==> src/rtl/rvs_pkg.sv <==
package rvs_pkg;

    localparam int WAYS  = 4;
    localparam int WAY_W = 2;

    typedef logic [WAY_W-1:0] way_t;
    typedef logic [WAYS-1:0]  wmask_t;
    typedef logic [WAY_W:0]   wcnt_t;

    typedef enum logic [1:0] {
        OP_IDLE = 2'd0,
        OP_HIT  = 2'd1,
        OP_FILL = 2'd2
    } op_e;

    typedef struct packed {
        op_e  op;
        way_t way;
    } upd_t;

    function automatic way_t lowest_set(input wmask_t m);
        way_t r;
        r = '0;
        for (int i = WAYS - 1; i >= 0; i--) begin
            if (m[i]) r = way_t'(i);
        end
        return r;
    endfunction

    function automatic wcnt_t ones(input wmask_t m);
        wcnt_t n;
        n = '0;
        for (int i = 0; i < WAYS; i++) begin
            n = n + wcnt_t'(m[i]);
        end
        return n;
    endfunction

    function automatic way_t nth_set(input wmask_t m, input wcnt_t k);
        way_t  r;
        wcnt_t seen;
        r    = '0;
        seen = '0;
        for (int i = 0; i < WAYS; i++) begin
            if (m[i]) begin
                if (seen == k) r = way_t'(i);
                seen = seen + 1'b1;
            end
        end
        return r;
    endfunction

endpackage

==> src/rtl/rvs_lfsr.sv <==
module rvs_lfsr #(
    parameter logic [15:0] SEED = 16'hACE1
) (
    input  logic        clk,
    input  logic        rst,
    output logic [15:0] rnd_o
);
    logic [15:0] st_q;
    logic        fb;

    assign fb    = st_q[15] ^ st_q[13] ^ st_q[12] ^ st_q[10];
    assign rnd_o = st_q;

    always_ff @(posedge clk) begin
        if (rst) st_q <= SEED;
        else     st_q <= {st_q[14:0], fb};
    end

    AST_LFSR_NONZERO: assert property (@(posedge clk) disable iff (rst)
        st_q != 16'h0000);
endmodule

==> src/rtl/rvs_set_store.sv <==
module rvs_set_store
    import rvs_pkg::*;
#(
    parameter int NUM_SETS = 16,
    parameter int CNT_W    = 8,
    parameter int SET_W    = 4
) (
    input  logic                         clk,
    input  logic                         rst,
    input  logic [SET_W-1:0]             set_i,
    input  upd_t                         upd_i,
    output wmask_t                       rd_valid_o,
    output logic [WAYS-1:0][CNT_W-1:0]   rd_local_o,
    output logic [CNT_W-1:0]             rd_glob_o
);
    localparam logic [CNT_W-1:0] CNT_MAX = '1;

    logic [WAYS-1:0][CNT_W-1:0] loc_q [NUM_SETS];
    wmask_t                     val_q [NUM_SETS];
    logic [CNT_W-1:0]           glb_q [NUM_SETS];

    logic                       halve;
    logic [WAYS-1:0][CNT_W-1:0] base_loc;
    logic [CNT_W-1:0]           base_glb;
    logic [WAYS-1:0][CNT_W-1:0] nxt_loc;
    logic [CNT_W-1:0]           nxt_glb;
    wmask_t                     nxt_val;

    assign rd_valid_o = val_q[set_i];
    assign rd_local_o = loc_q[set_i];
    assign rd_glob_o  = glb_q[set_i];

    assign halve    = (rd_glob_o == CNT_MAX);
    assign base_glb = halve ? (rd_glob_o >> 1) : rd_glob_o;
    assign nxt_glb  = base_glb + 1'b1;

    always_comb begin
        nxt_val = rd_valid_o;
        for (int w = 0; w < WAYS; w++) begin
            base_loc[w] = halve ? (rd_local_o[w] >> 1) : rd_local_o[w];
            nxt_loc[w]  = base_loc[w];
            if (upd_i.way == way_t'(w)) begin
                if (upd_i.op == OP_HIT) begin
                    nxt_loc[w] = (base_loc[w] == CNT_MAX) ? base_loc[w]
                                                          : base_loc[w] + 1'b1;
                end else if (upd_i.op == OP_FILL) begin
                    nxt_loc[w] = '0;
                    nxt_val[w] = 1'b1;
                end
            end
        end
    end

    always_ff @(posedge clk) begin
        if (rst) begin
            for (int s = 0; s < NUM_SETS; s++) begin
                loc_q[s] <= '0;
                val_q[s] <= '0;
                glb_q[s] <= '0;
            end
        end else if (upd_i.op != OP_IDLE) begin
            loc_q[set_i] <= nxt_loc;
            val_q[set_i] <= nxt_val;
            glb_q[set_i] <= nxt_glb;
        end
    end

    for (genvar w = 0; w < WAYS; w++) begin : g_bound
        AST_LOCAL_BOUNDED: assert property (@(posedge clk) disable iff (rst)
            rd_local_o[w] <= rd_glob_o);
    end
endmodule

==> src/rtl/rvs_pick.sv <==
module rvs_pick
    import rvs_pkg::*;
#(
    parameter int CNT_W = 8
) (
    input  wmask_t                     valid_i,
    input  logic [WAYS-1:0][CNT_W-1:0] local_i,
    input  logic [7:0]                 rnd_i,
    output way_t                       pick_o,
    output wmask_t                     tie_o
);
    logic [CNT_W-1:0] minv;
    wmask_t           empty;
    wcnt_t            n_tie;
    logic [7:0]       kk;

    assign empty = ~valid_i;

    always_comb begin
        minv = local_i[0];
        for (int w = 1; w < WAYS; w++) begin
            if (local_i[w] < minv) minv = local_i[w];
        end
        for (int w = 0; w < WAYS; w++) begin
            tie_o[w] = (local_i[w] == minv);
        end
        n_tie = ones(tie_o);
        kk    = (n_tie == '0) ? 8'd0 : (rnd_i % 8'(n_tie));
        if (|empty) pick_o = lowest_set(empty);
        else        pick_o = nth_set(tie_o, kk[WAY_W:0]);
    end
endmodule

==> src/rtl/rate_victim_select.sv <==
module rate_victim_select
    import rvs_pkg::*;
#(
    parameter int          NUM_SETS = 16,
    parameter int          CNT_W    = 8,
    parameter logic [15:0] SEED     = 16'hACE1,
    localparam int         SET_W    = (NUM_SETS > 1) ? $clog2(NUM_SETS) : 1
) (
    input  logic             clk,
    input  logic             rst,
    input  logic [SET_W-1:0] set_i,
    input  logic             hit_i,
    input  logic [1:0]       hit_way_i,
    input  logic             miss_i,
    output logic             victim_valid_o,
    output logic [1:0]       victim_way_o
);
    logic                       miss_go;
    upd_t                       upd;
    wmask_t                     rd_valid;
    logic [WAYS-1:0][CNT_W-1:0] rd_local;
    logic [CNT_W-1:0]           rd_glob;
    logic [15:0]                rnd;
    way_t                       pick;
    wmask_t                     tie;
    logic                       vld_q;
    way_t                       way_q;

    assign miss_go = miss_i & ~hit_i;

    always_comb begin
        upd.op  = OP_IDLE;
        upd.way = pick;
        if (hit_i) begin
            upd.op  = OP_HIT;
            upd.way = hit_way_i;
        end else if (miss_i) begin
            upd.op  = OP_FILL;
        end
    end

    rvs_lfsr #(.SEED(SEED)) u_lfsr (
        .clk   (clk),
        .rst   (rst),
        .rnd_o (rnd)
    );

    rvs_set_store #(.NUM_SETS(NUM_SETS), .CNT_W(CNT_W), .SET_W(SET_W)) u_store (
        .clk        (clk),
        .rst        (rst),
        .set_i      (set_i),
        .upd_i      (upd),
        .rd_valid_o (rd_valid),
        .rd_local_o (rd_local),
        .rd_glob_o  (rd_glob)
    );

    rvs_pick #(.CNT_W(CNT_W)) u_pick (
        .valid_i (rd_valid),
        .local_i (rd_local),
        .rnd_i   (rnd[7:0]),
        .pick_o  (pick),
        .tie_o   (tie)
    );

    always_ff @(posedge clk) begin
        if (rst) begin
            vld_q <= 1'b0;
            way_q <= '0;
        end else begin
            vld_q <= miss_go;
            if (miss_go) way_q <= pick;
        end
    end

    assign victim_valid_o = vld_q;
    assign victim_way_o   = way_q;

    AST_PULSE_AFTER_MISS: assert property (@(posedge clk) disable iff (rst)
        miss_go |=> victim_valid_o);
    AST_NO_STRAY_PULSE: assert property (@(posedge clk) disable iff (rst)
        (!miss_i || hit_i) |=> !victim_valid_o);
    AST_EMPTY_FIRST: assert property (@(posedge clk) disable iff (rst)
        (miss_go && !(&rd_valid)) |-> !rd_valid[pick]);
    AST_TIE_ONLY: assert property (@(posedge clk) disable iff (rst)
        (miss_go && (&rd_valid)) |-> tie[pick]);
    for (genvar w = 0; w < WAYS; w++) begin : g_min
        AST_MIN_CHOSEN: assert property (@(posedge clk) disable iff (rst)
            (miss_go && (&rd_valid)) |-> (rd_local[pick] <= rd_local[w]));
    end
endmodule

==> config.mk <==
export PLATFORM = sky130hd
export DESIGN_NAME = rate_victim_select
export DESIGN_NICKNAME = d
export VERILOG_FILES = /design/src/rtl/rvs_pkg.sv /design/src/rtl/rvs_lfsr.sv /design/src/rtl/rvs_set_store.sv /design/src/rtl/rvs_pick.sv /design/src/rtl/rate_victim_select.sv
export SDC_FILE = /design/constraint.sdc
export NUM_CORES = 1
export LEC_CHECK = 0
export BUFFER_PORTS_ARGS = -buffer_cell sky130_fd_sc_hd__buf_2
export CAP_MARGIN = 20
export CELL_PAD_IN_SITES_DETAIL_PLACEMENT = 1
export CELL_PAD_IN_SITES_GLOBAL_PLACEMENT = 1
export CORE_MARGIN = 1.5
export CORE_UTILIZATION = 40
export CTS_BUF_LIST = sky130_fd_sc_hd__clkbuf_4 sky130_fd_sc_hd__clkbuf_8
export DETAILED_ROUTE_END_ITERATION = 7
export PLACE_DENSITY = 0.64
export SLEW_MARGIN = 40
export SYNTH_ARGS = -nofsm -noshare
export SYNTH_HDL_FRONTEND = slang
export SYNTH_HIERARCHICAL = 1
export SYNTH_SLANG_ARGS = --single-unit
==> constraint.sdc <==
create_clock -name clk -period 48.9 [get_ports clk]
set_input_delay 9.78 -clock clk [delete_from_list [all_inputs] [get_ports clk]]
set_output_delay 9.78 -clock clk [all_outputs]
set_load 0.005 [all_outputs]
* Word level (Yosys, flattened, before mapping) *
Memory sizes are Yosys's and may differ from the RTL's.
Index checks and enable logic that the tools add are counted.
W data, S select, Z words.

word-level totals
  memory bits (writable) = 704
  memories = 3
  register bits = 19
  logic and storage cells = 121
  output and inout port bits = 3

cells by class
  order comparisons = 3
  bitwise gates (word level) = 6
  mux-type cells = 71
  reduce and logical (&&, ||, !) cells = 7
  add/sub/neg operators = 10
  div/mod/pow operators = 1
  equal/unequal tests = 17

memory list
  memory         words  width  read ports  clocked after Yosys merged registers in  wr ports  RTL line             RTL
  u_store.loc_q  16     32     1           0                                        16        rvs_set_store.sv:18  logic [WAYS-1:0][CNT_W-1:0] loc_q [NUM_SETS];
  u_store.glb_q  16     8      1           0                                        16        rvs_set_store.sv:20  logic [CNT_W-1:0] glb_q [NUM_SETS];
  u_store.val_q  16     4      1           0                                        16        rvs_set_store.sv:19  wmask_t val_q [NUM_SETS];

operators by type and width
  kind                   number
  $mux W8                25
  $add A8 B1 Y8 const B  5
  $eq A8 B8 Y1 const B   5
  $eq A8 B8 Y1           4
  $mux W32               1
  $reduce_or A32 Y1      1
  $mux W2                13
  $lt A8 B8 Y1           3
  $mux W1                22
  $mux W3                6
  $mux W4                4
  $eq A3 B3 Y1           3
  $mod A8 B3 Y8          1
  $reduce_or A4 Y1       2
  $reduce_or A8 Y1       1
  $add A3 B1 Y3          2
  $add A3 B1 Y3 const B  2
  $eq A2 B2 Y1 const B   3
  $eq A2 B1 Y1 const B   2
  $not A4 Y4             1
  $logic_not A3 Y1       1
  $xor A1 B1 Y1          3
  $add A1 B1 Y2          1
  $logic_not A2 Y1       1
  3 further kinds        3

* Depth between registers and ports, before layout *
An unclocked memory read counts as a cell.

  depth in word-level cells = 25
  depth in mapped cells = 103

* By module *
The synthesis kept the hierarchy.

by module, submodules not included
  module              instances  cells each  seq. area each (µm²)  area each (µm²)
  rvs_set_store       1          2,206       21,140.3              32,032.0
  rvs_pick            1          389         0.0                   2,929.1
  rvs_lfsr            1          36          320.3                 454.2
  rate_victim_select  1          13          60.1                  143.9

* Worst setup path before layout *
OpenSTA, ideal clock, no wires.

  path kind = input to register
  start = input set_i[0]
  end = memory u_store/loc_q[0][6] (netlist name), data pin
  required time = 48.633 ns
  setup slack = 18.819 ns
  library setup time = 0.267 ns
  arrival = 29.814 ns
  stages on the path = 96
  cell sequence = buf_6 > buf_8 > buf_8 > buf_8 > buf_6 > buf_4 > mux4_2 > mux4_2 > ha_1 > nand2_1 > o21ai_0 > a21o_1 > o22ai_1 > mux2i_1 > ha_1 > o21ai_0 > a21oi_1 > o21a_1 > (+60 left out) > o21ai_0 > inv_1 > o211ai_4 > mux2i_4 > xnor2_1 > a2111oi_2 > o41a_1 > a31oi_1 > mux2_1 > or2_2 > clkbuf_1 > nor3_1 > and2_1 > a21boi_0 > xnor2_1 > a31oi_1 > buf_2 > nor2_1

RTL lines
  item         RTL line                  RTL
  from (decl)  rate_victim_select.sv:11  input logic [SET_W-1:0] set_i,
  to (decl)    rvs_set_store.sv:18

==> impl_results.md <==
* Crit-path slowest cell: buf_4
* Cts repair resizes at 0
* R2R Setup Slk at 25.80 ns
* IO Pins at 13
* Iteration-0 DRC Markers at 2,095
* Crit Path Max Fanout at 75
* Worst vdd ir at 360 uV
* Routed wl met2 at 58,200 microns
* Worst skew pair latency at 0.74 ns
* Clk sinks at 723
* Setup Crit Path Kind: in -> reg
* Worst setup margin at 15.75 ns
* Dpl hpwl at 68,100 microns
* Synth unique cells at 106
* Worst-margin pin slew at 0.891 ns
* Die span in y at 301 microns
* Vias in the first global route at 25,300
* Commonest non-fill, non-tap cell in the layout: nor2_1
* Syn. warnings at 6
* Total power at 2.85 mW
* Final net count at 2,721
* Hold Path Stages at 1
* Hold endpoint: u_lfsr/rnd_o[10]
* Ratio of final minimum period to clock period at 0.678
* Pre-antenna DRT Iters at 5
* Die Footprint at 0.0907 sq mm
* Layout cells sized above 1 at 0.215
* Clock Tree Root: clkbuf_8
* Hold_sp: u_lfsr/rnd_o[9]
* Synthesized cell area at 0.0356 sq mm
* Global placer's final weighted congestion at 0.876
* Placed insts at 3,710
* DIE WIDTH at 301 microns
* CP Capture Type: flip-flop
* RR Endpoint: u_store/loc_q[15][6]
* Pre-CTS WS at 14.95 ns
* Crit start category: input port
* CP bufs+invs at 12
* Area after DPL at 0.0372 sq mm
* Fmax at 0.0302 GHz
* Port buffer count at 12
* Final Skew at 0.0396 ns
* Met3 WL post-DR at 7400 microns
* First-pass GRT wire length at 172,000 microns
* Overall Global Routing Usage at 0.260
* Final ANT Viol Nets at 0
* Mean Syn Cell Area at 13.4 sq um
* Routed vias/inst at 6.01
* Met1 wire length at 46,800 microns
* Max stage delay on crit path at 0.75 ns
* Syn nets at 2,700
* Drt drc at 0
* Register area share after synthesis at 0.605
* Top cells by area, synth: edfxtp_1 (59%), mux4_2 (12%), nor2_1 (7.7%), ha_1 (1.5%), clkbuf_1 (1.2%)
* Setup Viol. Count Final at 0
* Count of flip-flops with a built-in enable after synthesis at 704
* Max cap viols at 0
* Initial Util at 0.403
* Setup repair after global routing missed its margin: false
* Reg-to-Reg Start: u_store/loc_q[11][4]
* Most frequent cells in the layout: nor2_1 (723), edfxtp_1 (704), mux4_2 (194)
* Synth Register Bits at 723
* HP Class: reg -> reg
* Clk pin slew, worst setup/hold paths at 0.06 ns
* Initial antenna violation count at 1
* Grt total ovfl at 0
* DR top layer: met4
* Area grow syn2layout at 11.1%
* CTS Hold Bufs at 0
* Slew Viols, Final at 0
* CTS tree: built
* Largest net degree at the start of global routing at 76
* Critical Path AT at 33.61 ns
* Setup TNS at 0 ns
* CP Data Required Time at 49.36 ns
* Syn Inst Count at 2,644
* Top cell type's share of synthesized area at 0.595
* Leakage at 13.8 nW
* Yosys top cell by area: edfxtp_1
* Top FF cell, synth: edfxtp_1
* Std-Cell Rows at 109
* Clock H-tree levels at 3
* Core ar. at 0.0882 sq mm
* WL final at 116,000 microns
* CTS max path bufs at 3
* Post-synth ARST share at 0
* Finished layout cell area at 0.0395 sq mm
* CTS buffer count at 118
* Post-route insts no fill at 3,923
* R2R cell count at 93
* Vias post-DR at 23,600
* Delay-heaviest family, CP: compound AO/OA/AOI/OAI gates
* Tmin final at 33.15 ns
* Pwr Density at 72.1 mW/mm^2
* Most common cell on crit path: ha_1
* # Post-CTS Setup Buffers at 0
* Slew Limit Headroom at 0.406
* Outcome: completed
* Hold Violations, Final at 0
* Routed WL per cell at 29.7 microns
## worst max-delay path by stage
stage	to	slack, ns	from	cells after the start
global placement	u_store/loc_q[12][3]	14.89	set_i[0]	92
global route	u_store/loc_q[9][7]	14.11	set_i[0]	92
CTS	u_store/loc_q[3][6]	15.66	set_i[0]	96
detailed placement	u_store/loc_q[8][22]	14.95	set_i[0]	94
finish	u_store/loc_q[15][6]	15.75	set_i[1]	95
floorplan	u_store/loc_q[0][6]	18.82	set_i[0]	96
## report_power, final
group	internal [mW]	switching [mW]	total, mW
clock network	0.265	0.241	0.506
logic	0.642	0.990	1.63
registers	0.705	0.00761	0.713
## metrics by stage
| step | util | hold WS (ns) |
|---|---|---|
| 6_report | 0.448 | 0.429 |
| 4_1_cts | 0.447 | 0.442 |
| 3_5_place_dp | 0.422 | 0.427 |
| 3_3_place_gp | 0.416 | 0.394 |
| 2_1_floorplan | - | 0.383 |
| 5_1_grt | 0.448 | 0.454 |
## cell families after synthesis
kind of cell / Yosys count / synth area share
buf+inv: 254 / 0.0350
compound gates: 285 / 0.0597
xor+xnor: 62 / 0.0153
fa+ha+maj: 46 / 0.0166
mux: 250 / 0.145
flops: 723 / 0.605
simple gates: 1024 / 0.123
## synthesized netlist by cell type, types with 18 or more instances
cell type,count
clkbuf_1,113
nor3_1,27
xor2_1,21
o21ai_0,35
edfxtp_1,704
nand2b_1,30
nor2_1,727
a22oi_1,24
dfxtp_1,19
ha_1,44
buf_2,40
mux2i_1,24
inv_1,60
xnor2_1,41
nor2b_1,23
mux4_2,194
a21o_1,18
a21oi_1,59
nand2_1,97
## worst register-to-register path, delay by kind of cell (launching register included)
kind / cells / cell delay [ns]
AO/OA/AOI/OAI: 37 / 9.23
multiplexers: 6 / 2.40
XOR/XNOR: 6 / 0.89
adder cells (fa/ha/maj): 13 / 3.95
AND/OR/NAND/NOR: 21 / 4.28
flip-flops: 1 / 0.38
buffers and inverters: 10 / 1.71
## registers in the layout (all words and copies together) (netlist names)
| signal | cells |
|---|---|
| u_lfsr/rnd_o | 16 |
| u_store/glb_q | 128 |
| u_store/loc_q | 512 |
| u_store/val_q | 64 |
| victim_valid_o | 1 |
| victim_way_o | 2 |
## area by class of cell
| class | instances | area [sq um] |
|---|---|---|
| Fill cell | 8922 | 48700 |
| Sequential cell | 723 | 21500 |
| Multi-Input combinational cell | 1667 | 13100 |
| Clock buffer | 164 | 1980 |
| Tap cell | 1165 | 1460 |
| Timing Repair Buffer | 94 | 996 |
| Clock inverter | 48 | 246 |
| Inverter | 61 | 229 |
| Antenna cell | 1 | 2.50 |
## per-layer routing
| layer | up-vias | global-route usage |
|---|---|---|
| met1 | 12500 | 0.338 |
| li1 | 9913 | - |
| met4 | 0 | 0.0911 |
| met5 | - | 0 |
| met3 | 252 | 0.0380 |
| met2 | 928 | 0.445 |
Note: power is estimated with default switching activity, not from simulation.
